File: config.mk
export PLATFORM = sky130hd
export DESIGN_NAME = plink_engine
export DESIGN_NICKNAME = d
export VERILOG_FILES = /design/src/rtl/plink_pkg.sv /design/src/rtl/plink_tick.sv /design/src/rtl/plink_seq.sv /design/src/rtl/plink_shift.sv /design/src/rtl/plink_rx_chk.sv /design/src/rtl/plink_engine.sv
export SDC_FILE = /design/constraint.sdc
export NUM_CORES = 1
export LEC_CHECK = 0
export CAP_MARGIN = 10
export CORE_UTILIZATION = 23
export CTS_CLUSTER_SIZE = 20
export DETAILED_ROUTE_END_ITERATION = 8
export GPL_TIMING_DRIVEN = 0
export PLACE_DENSITY_LB_ADDON = 0.2
export REMOVE_ABC_BUFFERS = 1
export SLEW_MARGIN = 15
export SYNTH_ARGS = -nofsm -noshare
export SYNTH_HDL_FRONTEND = slang
export SYNTH_SLANG_ARGS = --single-unit
File: constraint.sdc
create_clock -name clk_i -period 6.6 [get_ports clk_i]
set_input_delay 1.98 -clock clk_i [delete_from_list [all_inputs] [get_ports clk_i]]
set_output_delay 1.98 -clock clk_i [all_outputs]
set_load 0.02 [all_outputs]
File: src/rtl/plink_pkg.sv
package plink_pkg;
  localparam int unsigned DATA_W     = 8;
  localparam int unsigned FRAME_BITS = DATA_W + 4;
  localparam int unsigned BRK_FRAMES = 2;
  localparam int unsigned CNT_W      = $clog2(BRK_FRAMES * FRAME_BITS + 1);

  typedef enum logic [1:0] {ST_OFF, ST_GUARD, ST_BREAK, ST_LINK} link_st_e;

  // stop,stop,parity,data,start ; shifted out from bit 0
  function automatic logic [FRAME_BITS-1:0] build_frame(input logic [DATA_W-1:0] d);
    return {2'b11, ^d, d, 1'b0};
  endfunction
endpackage

File: src/rtl/plink_tick.sv
module plink_tick #(
  parameter int unsigned DIV_W = 16
) (
  input  logic             clk_i,
  input  logic             rst_ni,
  input  logic             run_i,
  input  logic [DIV_W-1:0] div_i,
  output logic             tick_o
);
  logic [DIV_W-1:0] cnt_q;
  logic             wrap;

  assign wrap   = (cnt_q >= div_i - DIV_W'(1));
  assign tick_o = run_i & wrap;

  always_ff @(posedge clk_i or negedge rst_ni) begin
    if (!rst_ni)              cnt_q <= '0;
    else if (!run_i || wrap)  cnt_q <= '0;
    else                      cnt_q <= cnt_q + DIV_W'(1);
  end
endmodule

File: src/rtl/plink_seq.sv
module plink_seq
  import plink_pkg::*;
#(
  parameter int unsigned GRD_W = 8
) (
  input  logic             clk_i,
  input  logic             rst_ni,
  input  logic             en_req_i,
  input  logic             dis_req_i,
  input  logic [GRD_W-1:0] guard_i,
  input  logic             brk_end_i,
  output link_st_e         st_o,
  output logic             brk_load_o
);
  link_st_e         st_q;
  logic [GRD_W-1:0] gcnt_q;
  logic             gdone;

  assign gdone      = ({1'b0, gcnt_q} + (GRD_W+1)'(1)) >= {1'b0, guard_i};
  assign brk_load_o = (st_q == ST_GUARD) && gdone && !dis_req_i;
  assign st_o       = st_q;

  always_ff @(posedge clk_i or negedge rst_ni) begin
    if (!rst_ni) begin
      st_q   <= ST_OFF;
      gcnt_q <= '0;
    end else if (dis_req_i) begin
      st_q   <= ST_OFF;
      gcnt_q <= '0;
    end else begin
      unique case (st_q)
        ST_OFF: begin
          gcnt_q <= '0;
          if (en_req_i) st_q <= ST_GUARD;
        end
        ST_GUARD: begin
          gcnt_q <= gcnt_q + GRD_W'(1);
          if (gdone) st_q <= ST_BREAK;
        end
        ST_BREAK: if (brk_end_i) st_q <= ST_LINK;
        default:  st_q <= st_q;
      endcase
    end
  end
endmodule

File: src/rtl/plink_shift.sv
module plink_shift
  import plink_pkg::*;
(
  input  logic                  clk_i,
  input  logic                  rst_ni,
  input  link_st_e              st_i,
  input  logic                  tick_i,
  input  logic                  brk_load_i,
  input  logic                  tx_load_i,
  input  logic [FRAME_BITS-1:0] tx_frame_i,
  input  logic                  rx_load_i,
  input  logic                  dat_i,
  output logic                  link_clk_o,
  output logic                  link_dat_o,
  output logic                  dat_oe_o,
  output logic                  idle_o,
  output logic                  brk_end_o,
  output logic                  rx_done_o,
  output logic [FRAME_BITS-1:0] rx_frame_o
);
  localparam logic [CNT_W-1:0] CNT_FRAME = CNT_W'(FRAME_BITS);
  localparam logic [CNT_W-1:0] CNT_BRK   = CNT_W'(BRK_FRAMES * FRAME_BITS);

  logic                  clk_q, dat_q, rx_q;
  logic [FRAME_BITS-1:0] sh_q;
  logic [CNT_W-1:0]      cnt_q;
  logic                  fall, rise, on, start_wait;

  assign on         = (st_i != ST_OFF);
  assign fall       = tick_i & clk_q;
  assign rise       = tick_i & ~clk_q;
  assign idle_o     = (cnt_q == '0);
  assign start_wait = rx_q && (cnt_q == CNT_FRAME) && dat_i;
  assign rx_frame_o = {dat_i, sh_q[FRAME_BITS-1:1]};
  assign rx_done_o  = rise && rx_q && (cnt_q == CNT_W'(1));
  assign brk_end_o  = (st_i == ST_BREAK) && fall && idle_o;

  assign link_clk_o = on & clk_q;
  assign link_dat_o = on & (dat_q | (st_i == ST_GUARD));
  assign dat_oe_o   = on & ~rx_q;

  always_ff @(posedge clk_i or negedge rst_ni) begin
    if (!rst_ni) begin
      clk_q <= 1'b0; dat_q <= 1'b0; rx_q <= 1'b0;
      sh_q  <= '0;   cnt_q <= '0;
    end else if (st_i == ST_OFF) begin
      clk_q <= 1'b0; dat_q <= 1'b0; rx_q <= 1'b0;
      sh_q  <= '0;   cnt_q <= '0;
    end else if (st_i == ST_GUARD) begin
      clk_q <= 1'b0;
      dat_q <= 1'b1;
      rx_q  <= 1'b0;
      if (brk_load_i) begin
        sh_q  <= '0;
        cnt_q <= CNT_BRK;
      end
    end else begin
      if (tick_i) clk_q <= ~clk_q;
      if (tx_load_i) begin
        sh_q  <= tx_frame_i;
        cnt_q <= CNT_FRAME;
        rx_q  <= 1'b0;
      end else if (rx_load_i) begin
        sh_q  <= '0;
        cnt_q <= CNT_FRAME;
        rx_q  <= 1'b1;
      end else if (!idle_o) begin
        if (!rx_q && fall) begin
          dat_q <= sh_q[0];
          sh_q  <= sh_q >> 1;
          cnt_q <= cnt_q - CNT_W'(1);
        end else if (rx_q && rise && !start_wait) begin
          sh_q  <= rx_frame_o;
          cnt_q <= cnt_q - CNT_W'(1);
          if (cnt_q == CNT_W'(1)) begin
            rx_q  <= 1'b0;
            dat_q <= 1'b1;
          end
        end
      end else if (brk_end_o) begin
        dat_q <= 1'b1;  // idle high after the last BREAK bit time
      end
    end
  end
endmodule

File: src/rtl/plink_rx_chk.sv
module plink_rx_chk
  import plink_pkg::*;
(
  input  logic [FRAME_BITS-1:0] frame_i,
  output logic [DATA_W-1:0]     data_o,
  output logic                  par_err_o,
  output logic                  frm_err_o
);
  assign data_o    = frame_i[DATA_W:1];
  assign par_err_o = ^frame_i[DATA_W+1:1];
  assign frm_err_o = frame_i[0] | ~frame_i[DATA_W+2] | ~frame_i[DATA_W+3];
endmodule

File: src/rtl/plink_engine.sv
module plink_engine
  import plink_pkg::*;
#(
  parameter int unsigned DIV_W = 16,
  parameter int unsigned GRD_W = 8
) (
  input  logic              clk_i,
  input  logic              rst_ni,
  input  logic [DIV_W-1:0]  div_i,
  input  logic [GRD_W-1:0]  guard_i,
  input  logic              en_req_i,
  input  logic              dis_req_i,
  input  logic              tx_valid_i,
  input  logic [DATA_W-1:0] tx_data_i,
  output logic              tx_ready_o,
  input  logic              rx_req_i,
  output logic              rx_valid_o,
  output logic [DATA_W-1:0] rx_data_o,
  output logic              rx_par_err_o,
  output logic              rx_frm_err_o,
  output logic              link_clk_o,
  output logic              link_clk_oe_o,
  output logic              link_dat_o,
  output logic              link_dat_oe_o,
  input  logic              link_dat_i
);
  link_st_e              st;
  logic                  tick, brk_load, brk_end, idle, rx_done;
  logic                  tx_load, rx_load;
  logic [FRAME_BITS-1:0] rx_frame;
  logic [DATA_W-1:0]     dec_data;
  logic                  dec_perr, dec_ferr;

  assign tx_ready_o    = (st == ST_LINK) && idle;
  assign tx_load       = tx_valid_i && tx_ready_o;
  assign rx_load       = rx_req_i && tx_ready_o && !tx_valid_i;
  assign link_clk_oe_o = (st != ST_OFF);

  plink_tick #(.DIV_W(DIV_W)) u_tick (
    .clk_i, .rst_ni,
    .run_i  ((st == ST_BREAK) || (st == ST_LINK)),
    .div_i,
    .tick_o (tick)
  );

  plink_seq #(.GRD_W(GRD_W)) u_seq (
    .clk_i, .rst_ni, .en_req_i, .dis_req_i, .guard_i,
    .brk_end_i  (brk_end),
    .st_o       (st),
    .brk_load_o (brk_load)
  );

  plink_shift u_shift (
    .clk_i, .rst_ni,
    .st_i       (st),
    .tick_i     (tick),
    .brk_load_i (brk_load),
    .tx_load_i  (tx_load),
    .tx_frame_i (build_frame(tx_data_i)),
    .rx_load_i  (rx_load),
    .dat_i      (link_dat_i),
    .link_clk_o (link_clk_o),
    .link_dat_o (link_dat_o),
    .dat_oe_o   (link_dat_oe_o),
    .idle_o     (idle),
    .brk_end_o  (brk_end),
    .rx_done_o  (rx_done),
    .rx_frame_o (rx_frame)
  );

  plink_rx_chk u_rx_chk (
    .frame_i   (rx_frame),
    .data_o    (dec_data),
    .par_err_o (dec_perr),
    .frm_err_o (dec_ferr)
  );

  always_ff @(posedge clk_i or negedge rst_ni) begin
    if (!rst_ni) begin
      rx_valid_o   <= 1'b0;
      rx_data_o    <= '0;
      rx_par_err_o <= 1'b0;
      rx_frm_err_o <= 1'b0;
    end else begin
      rx_valid_o <= rx_done && !dis_req_i;
      if (rx_done) begin
        rx_data_o    <= dec_data;
        rx_par_err_o <= dec_perr;
        rx_frm_err_o <= dec_ferr;
      end
    end
  end
endmodule

## After elaboration in Yosys (flattened, before gate mapping)

Cells that the tools add are included.
Widths: inputs -> output; s select.

- $add $sub $neg: 5
- Multiply operators: 0
- Divide/modulo/power cells: 0
- Order comparisons: 2
- Equality and inequality tests: 14
- Shift operators: 0
- Mux-type cells: 44
- Bitwise logic cells: 13
- Reductions and logical operators: 39

Operators with widths:

| cell | count |
|---|---|
| $mux 12 | 8 |
| $mux 5 | 8 |
| $mux 1 | 20 |
| $reduce_bool 5->1 | 4 |
| $add 16x1->16 const B | 1 |
| $ge 16x16->1 | 1 |
| $mux 16 | 1 |
| $pmux 8 s2 | 1 |
| $sub 16x1->16 const B | 1 |
| $logic_and 1x1->1 | 15 |
| $add 8x1->9 const B | 1 |
| $ge 9x8->1 | 1 |
| $ne 3x3->1 const B | 3 |
| $reduce_xor 9->1 | 1 |
| $add 8x1->8 const B | 1 |
| $mux 2 | 4 |
| $mux 8 | 1 |
| $reduce_and 4->1 | 2 |
| $reduce_xor 8->1 | 1 |
| $and 1x1->1 | 6 |
| $ne 3x1->1 const B | 2 |
| $pmux 2 s3 | 1 |
| $reduce_bool 3->1 | 2 |
| $reduce_bool 6->1 | 1 |
| other kinds (19) | 30 |

- Flip-flop bits (word level): 57
- Latch bits: 0
- Bits in writable memories: 0
- ROM bits: 0
- Input bits: 39
- Output and inout bits: 16
- Logic and storage cells: 129
- Memories: 0

## Longest topological paths before layout

Gate-level depths: netlist of run 1.

- Word-level depth: 13
- Mapped depth: 16
- Depth with buffers taken out: 15

## Hierarchy

From an unflattened synthesis of run 1, not the netlist that was laid out.

- Cells, all modules: 425
- Area total of the unflattened synthesis: 4271.6 µm²

Modules (own cells, without submodules):

| module | times used | cells an instance | area each (µm²) |
|---|---|---|---|
| plink_tick | 1 | 156 | 1471.4 |
| plink_shift | 1 | 126 | 1356.3 |
| plink_seq | 1 | 90 | 794.5 |
| plink_engine | 1 | 37 | 499.2 |
| plink_rx_chk | 1 | 16 | 150.1 |

## Least setup slack after synthesis of run 1

OpenSTA, ideal clock, no wires.

- Kind: input to register
- From: input port div_i[3]
- To: register rx_data_o[0]
- Library setup time: 125 ps
- Data arrival time: 4657 ps
- Path slack: 1818 ps
- Stages on the path: 15
- Buffers on the path: 1
- Cell sequence: nor2_1 > nand4b_1 > nor3_1 > nand2_1 > nor3_1 > xnor2_1 > ha_1 > nand4_1 > or3_1 > nand3_1 > a21oi_2 > nor2_2 > and2_4 > buf_6 > mux2_4

- Cells in the longest elaborated chain, start to end: 6

Ends and longest elaborated chain:

| item | line | text |
|---|---|---|
| start: declaration | plink_engine.sv:9 | `input logic [DIV_W-1:0] div_i,` |
| $sub 16x1->16 | plink_tick.sv:13 | `assign wrap = (cnt_q >= div_i - DIV_W'(1));` |
| $ge 16x16->1 | plink_tick.sv:13 |  |
| $and 1x1->1 | plink_tick.sv:14 | `assign tick_o = run_i & wrap;` |
| $and 1x1->1 | plink_shift.sv:31 | `assign rise = tick_i & ~clk_q;` |
| $logic_and 1x1->1 (2 in a row) | plink_shift.sv:35 | `assign rx_done_o = rise && rx_q && (cnt_q == CNT_W'(1));` |
| end signal: assignment | plink_engine.sv:87 | `rx_data_o <= dec_data;` |
| end: declaration | plink_engine.sv:18 | `output logic [DATA_W-1:0] rx_data_o,` |

No other way between the ends.
A chain may end at the register's enable or synchronous reset.

## Final worst setup path of run 1

- From: input port div_i[3]
- To: register rx_data_o[5]

The elaborated chain is that of the path after synthesis.

==> results of run 1 <==
-- power by group --
part	leakage [nW]	total (W)	switching (W)	internal [W]
clock	0.133	0.000429	0.000155	0.000274
sequential	0.789	0.000410	0.0000345	0.000375
combinational	1.17	0.000432	0.000263	0.000169
total	2.09	0.00127	0.000452	0.000819
-- per-stage QoR --
step	instance area, µm²	total power (W)	cells	hold WS [ps]	util
finish	4930	0.00127	686	503	0.298
detailed placement	4650	0.000857	670	492	0.282
global placement	4630	0.000850	669	488	0.280
floorplan	3810	0.000695	395	464	-
global route	4930	0.00137	686	527	0.298
CTS	4930	0.00130	686	508	0.298
-- routing by layer --
metal / routed length (µm) / vias to the layer above
met5: 0 / -
met4: 65 / 0
met3: 301 / 7
met2: 3980 / 47
met1: 4620 / 1432
li1: - / 1555
-- cells by family after synthesis --
group / count (synthesis) / synth area share
simple gates: 137 / 0.178
compound gates: 83 / 0.146
flops: 57 / 0.369
xor+xnor: 51 / 0.115
fa+ha+maj: 35 / 0.113
buf+inv: 29 / 0.0327
mux: 13 / 0.0463
-- state kept, by name (all words and copies together) (netlist names) --
register       count
rx_data_o          8
rx_frm_err_o       1
rx_par_err_o       1
rx_valid_o         1
u_seq.gcnt_q       8
u_seq.st_o         2
u_shift.clk_q      1
u_shift.cnt_q      5
u_shift.dat_q      1
u_shift.rx_q       1
u_shift.sh_q      12
u_tick.cnt_q      16
-- synthesized netlist by cell type (5+ instances only) --
cell type / n / area (µm²)
sky130_fd_sc_hd__inv_1: 19 / 71.3
sky130_fd_sc_hd__a22o_1: 8 / 70.1
sky130_fd_sc_hd__a21oi_1: 18 / 90.1
sky130_fd_sc_hd__mux2_4: 9 / 135
sky130_fd_sc_hd__nand2_1: 32 / 120
sky130_fd_sc_hd__nand2b_1: 8 / 50.1
sky130_fd_sc_hd__nor2b_1: 6 / 37.5
sky130_fd_sc_hd__clkbuf_1: 5 / 18.8
sky130_fd_sc_hd__ha_1: 35 / 438
sky130_fd_sc_hd__and3_1: 9 / 56.3
sky130_fd_sc_hd__nor2_1: 36 / 135
sky130_fd_sc_hd__nor3_1: 7 / 35.0
sky130_fd_sc_hd__nand4_1: 8 / 50.1
sky130_fd_sc_hd__a22oi_1: 9 / 67.6
sky130_fd_sc_hd__nand3_1: 12 / 60.1
sky130_fd_sc_hd__dfrtp_1: 57 / 1430
sky130_fd_sc_hd__xor2_1: 19 / 166
sky130_fd_sc_hd__xnor2_1: 32 / 280
sky130_fd_sc_hd__o21ai_0: 19 / 95.1
-- final cells by class --
class | count | area, µm²
Clock inverter | 2 | 12.5
Fill cell | 1724 | 11600
Clock buffer | 14 | 264
Tap cell | 220 | 275
Multi-Input combinational cell | 319 | 2310
Inverter | 19 | 71.3
Sequential cell | 57 | 1430
Timing Repair Buffer | 55 | 566
-- worst paths after layout --
check	slack [ps]	end
max	1240	rx_data_o[5]$_DFFE_PN0P_
min	500	u_shift.dat_q$_DFFE_PN0P_
max reg2reg	3110	u_shift.cnt_q[2]$_DFFE_PN0P_
min reg2reg	500	u_shift.dat_q$_DFFE_PN0P_
max in group asynchronous	4690	rx_data_o[5]$_DFFE_PN0P_
min in group asynchronous	1450	u_tick.cnt_q[15]$_DFF_PN0_
==> results by stage, run 1 <==
Placed design:
- Detailed placement finished with a half-perimeter wire length of 6630 µm.
- The congestion estimate from routability-driven global placement came to 0.818.
- Prior to clock tree synthesis, the placed netlist has a worst setup slack of 819 ps.
- During placement, the flow inserted port buffers numbering 54.

Flow run:
- The max-cap check violation count is 0.

Critical path:
- Tracing the worst setup path back leads to its startpoint at div_i[3].
- The startpoint identified for the worst register-to-register timing path is u_seq.st_o[1]$_DFFE_PN0P_.
- The startpoint-to-endpoint class of the critical path is input pin to register.
- The data arrival time of the critical path is 5560 ps.
- The critical path runs through a total of 15 cells.
- On the worst path, the slowest cell contributes a delay of 460 ps.
- STA classifies the critical path startpoint as an input pin.
- For this design, the slowest cell found on the critical path is sky130_fd_sc_hd__clkdlybuf4s50_1.
- The worst setup path is captured at a register.
- The worst reg-to-reg path cell count is 9.
- The signal on the critical path passes through clkdlybuf4s50_1 > nor2_1 > nand4b_1 > nor3_1 > nand2_1 > nor3_1 > xnor2_1 > ha_1 > nand4_1 > or3_1 > nand3_1 > a21oi_2 > nor2_2 > and2_4 > mux2_2.
- Among cell families on the critical path, the largest total delay comes from simple AND/OR/NAND/NOR gates.
- The endpoint required time on the critical path is 6800 ps.
- The cell with the most instances on the worst path is sky130_fd_sc_hd__nor3_1.
- Together, buffers and inverters on the worst path number 1.
- The peak fanout along the critical path is 12.

STA:
- The worst path in the final design needs a cycle of roughly 5400 ps, including I/O delays and setup.
- The total negative slack for setup checks is 0 ps.
- Measured against its own limit, the worst slew margin works out to 0.219.
- The final hold violation count is 0.
- The worst setup slack after layout is 1240 ps.
- Between clock sinks in the finished design, the worst skew comes to ~4.8 ps.
- The transition time at the pin with the least slew margin is 1170 ps.
- The max-slew violation count is 0.
- In the finished design, the share of the clock period the worst path needs comes to 0.812.
- Setup repair after global routing left no endpoint under its margin.
- The peak clock frequency supported by timing is ~190 MHz.
- Setup violations remaining at the end of the flow were counted as 0.

Logic synthesis:
- Among all flip-flop cells after synthesis, the most frequent one is sky130_fd_sc_hd__dfrtp_1.
- The area of the mapped netlist is 3870 µm².
- The number of storage elements in the synthesis netlist is 57.
- Counting distinct cell types in the post-synthesis netlist gives 58.
- During synthesis, Yosys emitted a total of 0 warnings.
- For this run, asynchronously set or reset flops after synthesis account for 1.00.
- The count of flip-flops with a built-in enable after synthesis is 0.
- The post-synthesis cell count is 405.
- The share of the Yosys chip area taken by registers is 0.369.
- The synthesized area per cell is 9.55 µm².

Min path:
- The number of cells on the worst hold path is 1.
- In this run the most critical hold path is launched from u_shift.dat_q$_DFFE_PN0P_.
- The worst hold path class is register to register.

Die:
- The die area is about 17000 µm².
- The die extent in y is ~130 µm.
- The width of the die is 132 µm.
- The core region is 16500 µm².
- The initial utilization of the core area, before any placement, comes to 0.234.
- During I/O placement, the number of pins put on the boundary was 55.
- The initialized floorplan defines 47 standard-cell rows.

Clocking:
- The total setup buffers inserted after CTS is 0.
- The deepest clock path buffer count is 2.
- The number of gates resized after cts is 0.
- The count of hold buffers inserted by post-cts repair is 0.
- Clock tree synthesis found a total of 57 sinks.
- The CTS tree is yes.
- TritonCTS created 9 clock buffers.
- Clock-pin slew was measured on the worst setup and hold paths at roughly 50 ps.
- The clock latency at the later pin of the worst-skew pair is 320 ps.
- The tree is rooted in a sky130_fd_sc_hd__clkbuf_16.
- The H-tree depth reported by CTS is 3.

Pwr:
- The leakage component of the power is about 2.1 nW.
- For this design the ratio of total power to cell area is 258 nW/µm².
- IR analysis of the VDD net gives a maximum drop of 0.000139 V.

Cells and area:
- Compared with the post-synthesis result, the final layout area differs by 27.5%.
- The number of antenna repair diodes is 0.
- For this run, the post-layout net count is ~540.
- The ratio of cells with drive above 1 in the final layout is 0.0815.
- Leaving out fill and tap cells, the most frequent cell in the layout is sky130_fd_sc_hd__dfrtp_1.
- In the layout the commonest cells are sky130_fd_sc_hd__dfrtp_1 (57), sky130_fd_sc_hd__clkdlybuf4s50_1 (53), sky130_fd_sc_hd__nor2_1 (36).

Route:
- The number of vias in the routed layout is 3041.
- The via count normalized by instance count is 4.43.
- After detailed routing, the total wire length is approximately 9000 µm.
- Dividing the detail-routed wire length by the instance count gives between 10 and 15 µm.
- The length of the first detailed-routing pass in iterations is 5.
- The count of antenna-violating nets left after detailed routing is 0.
- The number of remaining DRC errors is 0.
- The DRC marker count from the first detailed-route iteration is between 100 and 150.

GRT:
- Entering global routing, the biggest net connects 57 pins.
- The most utilized layer in the global route result is met2.
- In the global route stage, overall resource usage came out at 0.112.
- For met1 alone, demand over resource in global routing was 0.160.
- The initial antenna violation count was 0.
- In the global route stage, met2 resource usage came out at 0.168.
- The met3 track demand over resource in global routing is 0.0239.
- The first global-routing pass estimated 15700 µm of wire.
- The via count of the first global-routing pass is 3093.
- For this run the aggregate overflow at the end of global routing stands at 0.

Outcome:
- The run finished with clean final reports.
(Power assumes the default switching activity.)
==> inputs of run 2 (changes only) <==
- clock period: 6.6 -> 4.9 ns (I/O delays scaled with it)
==> run 2 against run 1 <==
  * Power is 38% higher
  * Via count is 2.0% higher
  * Non-clock buffer count is 4 higher
  * Hold slack hardly changed
  * Sequential share of layout area is 0.63 points lower
  * Die area stayed put
  * Global-route usage hardly changed
  * Sequential power is 35% higher
  * Setup slack worse by 990 ps
  * Routed wire length is 5.6% higher
  * Utilization is 0.66 points higher
  * Critical path type unchanged
==> results by stage, run 2 (synthesis gave the netlist of run 1 again) <==
Outcome:
- The flow ran to the end, and the final reports show no timing, DRC or antenna violations.

STA:
- The final hold violation count is 0.
- Measured against its own limit, the worst slew margin works out to 0.185.
- The final period demand of the worst path is 4650 ps.
- The transition time at the pin with the least slew margin is 1220 ps.
- Setup repair after global routing left no endpoint under its margin.
- The max-slew violation count is 0.
- Setup violations remaining at the end of the flow were counted as 0.
- Dividing the final minimum period by the clock period gives 0.949.
- The clock skew is 5.34 ps.
- The peak clock frequency supported by timing is about 210 MHz.

GRT:
- The layer flagged by global routing as most heavily used is met2.
- The via count of the first global-routing pass is 3093.
- The initial antenna violation count is 0.
- Global routing finished with a remaining overflow of 0.
- The maximum number of pins on one net before global-route repair is 57.
- For this run, global-route usage on met2 was measured as 0.168.
- Across every metal layer, demand over resource in global routing totals 0.112.
- The first global-routing pass estimated 15700 µm of wire.
- The global routing met1 resource utilization is 0.160.
- For this run, global-route usage on met3 was measured as 0.0239.

Critical path:
- The slowest library cell on the worst path is sky130_fd_sc_hd__clkdlybuf4s50_1.
- The peak per-stage delay on the critical path is approximately 480 ps.
- The endpoint required time on the critical path is 5100 ps.
- By startpoint and endpoint, the worst setup path is classified as input pin to register.
- Along the worst path, the maximum fanout reaches 6.
- At the worst endpoint, the arrival time is 4850 ps.
- The endpoint class of the critical path is a register.
- The startpoint class of the critical path is an input pin.
- The signal on the critical path passes through clkdlybuf4s50_1 > nor2_2 > nand4b_1 > nor3_4 > nand2_2 > nor3_2 > xnor2_1 > ha_1 > nand4_1 > or3_1 > nand3_1 > a21oi_4 > nor2_4 > and2_4 > mux2_2.

Cells and area:
- The layout overhead on the synthesized area is 30.3%.
- The register containing the most flip-flops in the final layout is u_tick.cnt_q.
- The utilization after layout is 0.305.
- The ratio of cells with drive above 1 in the final layout is 0.112.
- The number of antenna diodes in the final layout is 0.
- Summing all non-filler instances in the final layout gives an area of a little over 5000 µm².
- The largest registers in the layout are u_tick.cnt_q x16, u_shift.sh_q x12.
- The register with the most flip-flops in the layout has 16 of them.
- The library cells used most frequently in the layout, excluding fill and tap cells, are sky130_fd_sc_hd__dfrtp_1 (57), sky130_fd_sc_hd__clkdlybuf4s50_1 (52), sky130_fd_sc_hd__ha_1 (35).
- In the final layout, the multi-input gates occupy 2390 µm².
- Across the whole layout, storage elements account for about 1400 µm².
- The number of nets in the layout is roughly 540.
- The most common library cell in the layout ignoring fill and taps is sky130_fd_sc_hd__dfrtp_1.
- The filler cells instantiated in the layout total 1723.

Clocking:
- After clock tree synthesis, the flow added hold-fix buffers numbering 0.
- The clock tree root buffer cell is sky130_fd_sc_hd__clkbuf_16.
- The deepest clock path buffer count is 2.
- TritonCTS created 9 clock buffers.
- The CTS tree is yes.
- The total number of clock tree sinks is 57.
- The H-tree was split into 3 levels.
- For the worst-skew pair, the clock arrives at the later sink with an insertion delay of 320 ps.
- The clock edge transition at the registers on the reported setup and hold paths is 50 ps.

Route:
- Dividing the detail-routed wire length by the instance count gives 13.7 µm.
- The count of nets left with antenna violations once routing finished came out at 0.
- For this run, the detailed router's first-pass iteration total came to 4.
- In the routed design, unresolved DRC markers number 0.
- The via count normalized by instance count is around 4.5.
- The number of vias in the routed layout is 3103.
- After the first detailed-routing iteration, the DRC count stood at 120.
- The wire length reported by the detailed router is roughly 9500 µm.

Placed design:
- The count of buffers added on input and output ports is 54.
- In this run the cell area measured after placement is 4650 µm².
- The sum of net half-perimeters after detailed placement is 6630 µm.
- The final RePlAce weighted congestion is just over 0.8.

Pwr:
- For this design the static power due to leakage is 2.13 nW.
- IR analysis of the VDD net gives a maximum drop of around 0.00016 V.
- In this run the power density over the cells is 349 nW/µm².

Flow run:
- The tool flagged a number of max-cap violations equal to 0.

Die:
- The row count is 47.
- The starting utilization of the core area is 0.234.
- The die area is 17300 µm².
- The width of the die is around 130 µm.
- The core region area is 16500 µm².
- The floorplan step set the die height to 132 µm.
- The top-level port count is 55.

Min path:
- The worst hold path class is register to register.
==> run 2: changes by cell type in the layout (fill, tap and decap cells not counted), sizes merged <==
cell	change
dlymetal6s2s	+1
or3	+1
clkdlybuf4s50	-1
buf	+4
and2	+1
==> run 2: repair_timing <==
action	in CTS	in global routing
pin swaps	0	7
gates resized for setup	2	13
buffers inserted	0	4
gates cloned	0	2
endpoints found under the setup margin	2	45
==> run 2: final timing paths <==
kind / slack [ps] / depth (start not counted) / start / endpoint
max: 250 / 15 / div_i[3] / rx_data_o[5]$_DFFE_PN0P_
min: 500 / 1 / u_shift.dat_q$_DFFE_PN0P_ / u_shift.dat_q$_DFFE_PN0P_
max reg2reg: 1330 / 9 / u_seq.st_o[1]$_DFFE_PN0P_ / u_shift.cnt_q[2]$_DFFE_PN0P_
min reg2reg: 500 / 1 / u_shift.dat_q$_DFFE_PN0P_ / u_shift.dat_q$_DFFE_PN0P_
max in group asynchronous: 3500 / 2 / rst_ni / u_shift.cnt_q[1]$_DFFE_PN0P_
min in group asynchronous: 940 / 1 / rst_ni / u_tick.cnt_q[15]$_DFF_PN0_
==> run 2: layout make-up <==
type	count	area share
multi-input cells	321	0.475
flip-flops and latches	57	0.283
repair buffers	59	0.119
well taps	220	0.0546
clock buffers	14	0.0524
inverters	19	0.0142
clock inverters	2	0.00248
==> run 2: metal layers <==
metal	up-vias	wire (µm)
met2	46	4260
li1	1570	-
met5	-	0
met3	7	300
met1	1480	4850
met4	0	65
==> run 2: report_power, final <==
group          total, W  internal [W]  switching [W]
Combinational  0.000626      0.000241       0.000385
Sequential     0.000552      0.000505      0.0000472
Clock          0.000579      0.000369       0.000210
Total           0.00176       0.00112       0.000642
==> run 2: critical path, delay by kind of cell <==
| family | cells | cell delay [ps] |
|---|---|---|
| and+or+nand+nor | 10 | 2060 |
| adders and majority gates | 1 | 300 |
| AOI/OAI and AO/OA | 1 | 80 |
| xor gates and xnor gates | 1 | 100 |
| muxes | 1 | 350 |
| buffers and inverters | 1 | 480 |
==> run 2: per-stage QoR <==
| step | instances | total power (W) | worst slack, ps | TNS (ps) | hold WS, ps |
|---|---|---|---|---|---|
| 4_1_cts | 686 | 0.00175 | 48.1 | 0 | 508 |
| 6_report | 692 | 0.00176 | 248 | 0 | 503 |
| 3_5_place_dp | 670 | 0.00115 | -371 | -10870 | 492 |
| 3_3_place_gp | 669 | 0.00114 | -308 | -8090 | 488 |
| 2_1_floorplan | 395 | 0.000937 | 638 | 0 | 464 |
| 5_1_grt | 692 | 0.00188 | 14.5 | 0 | 527 |
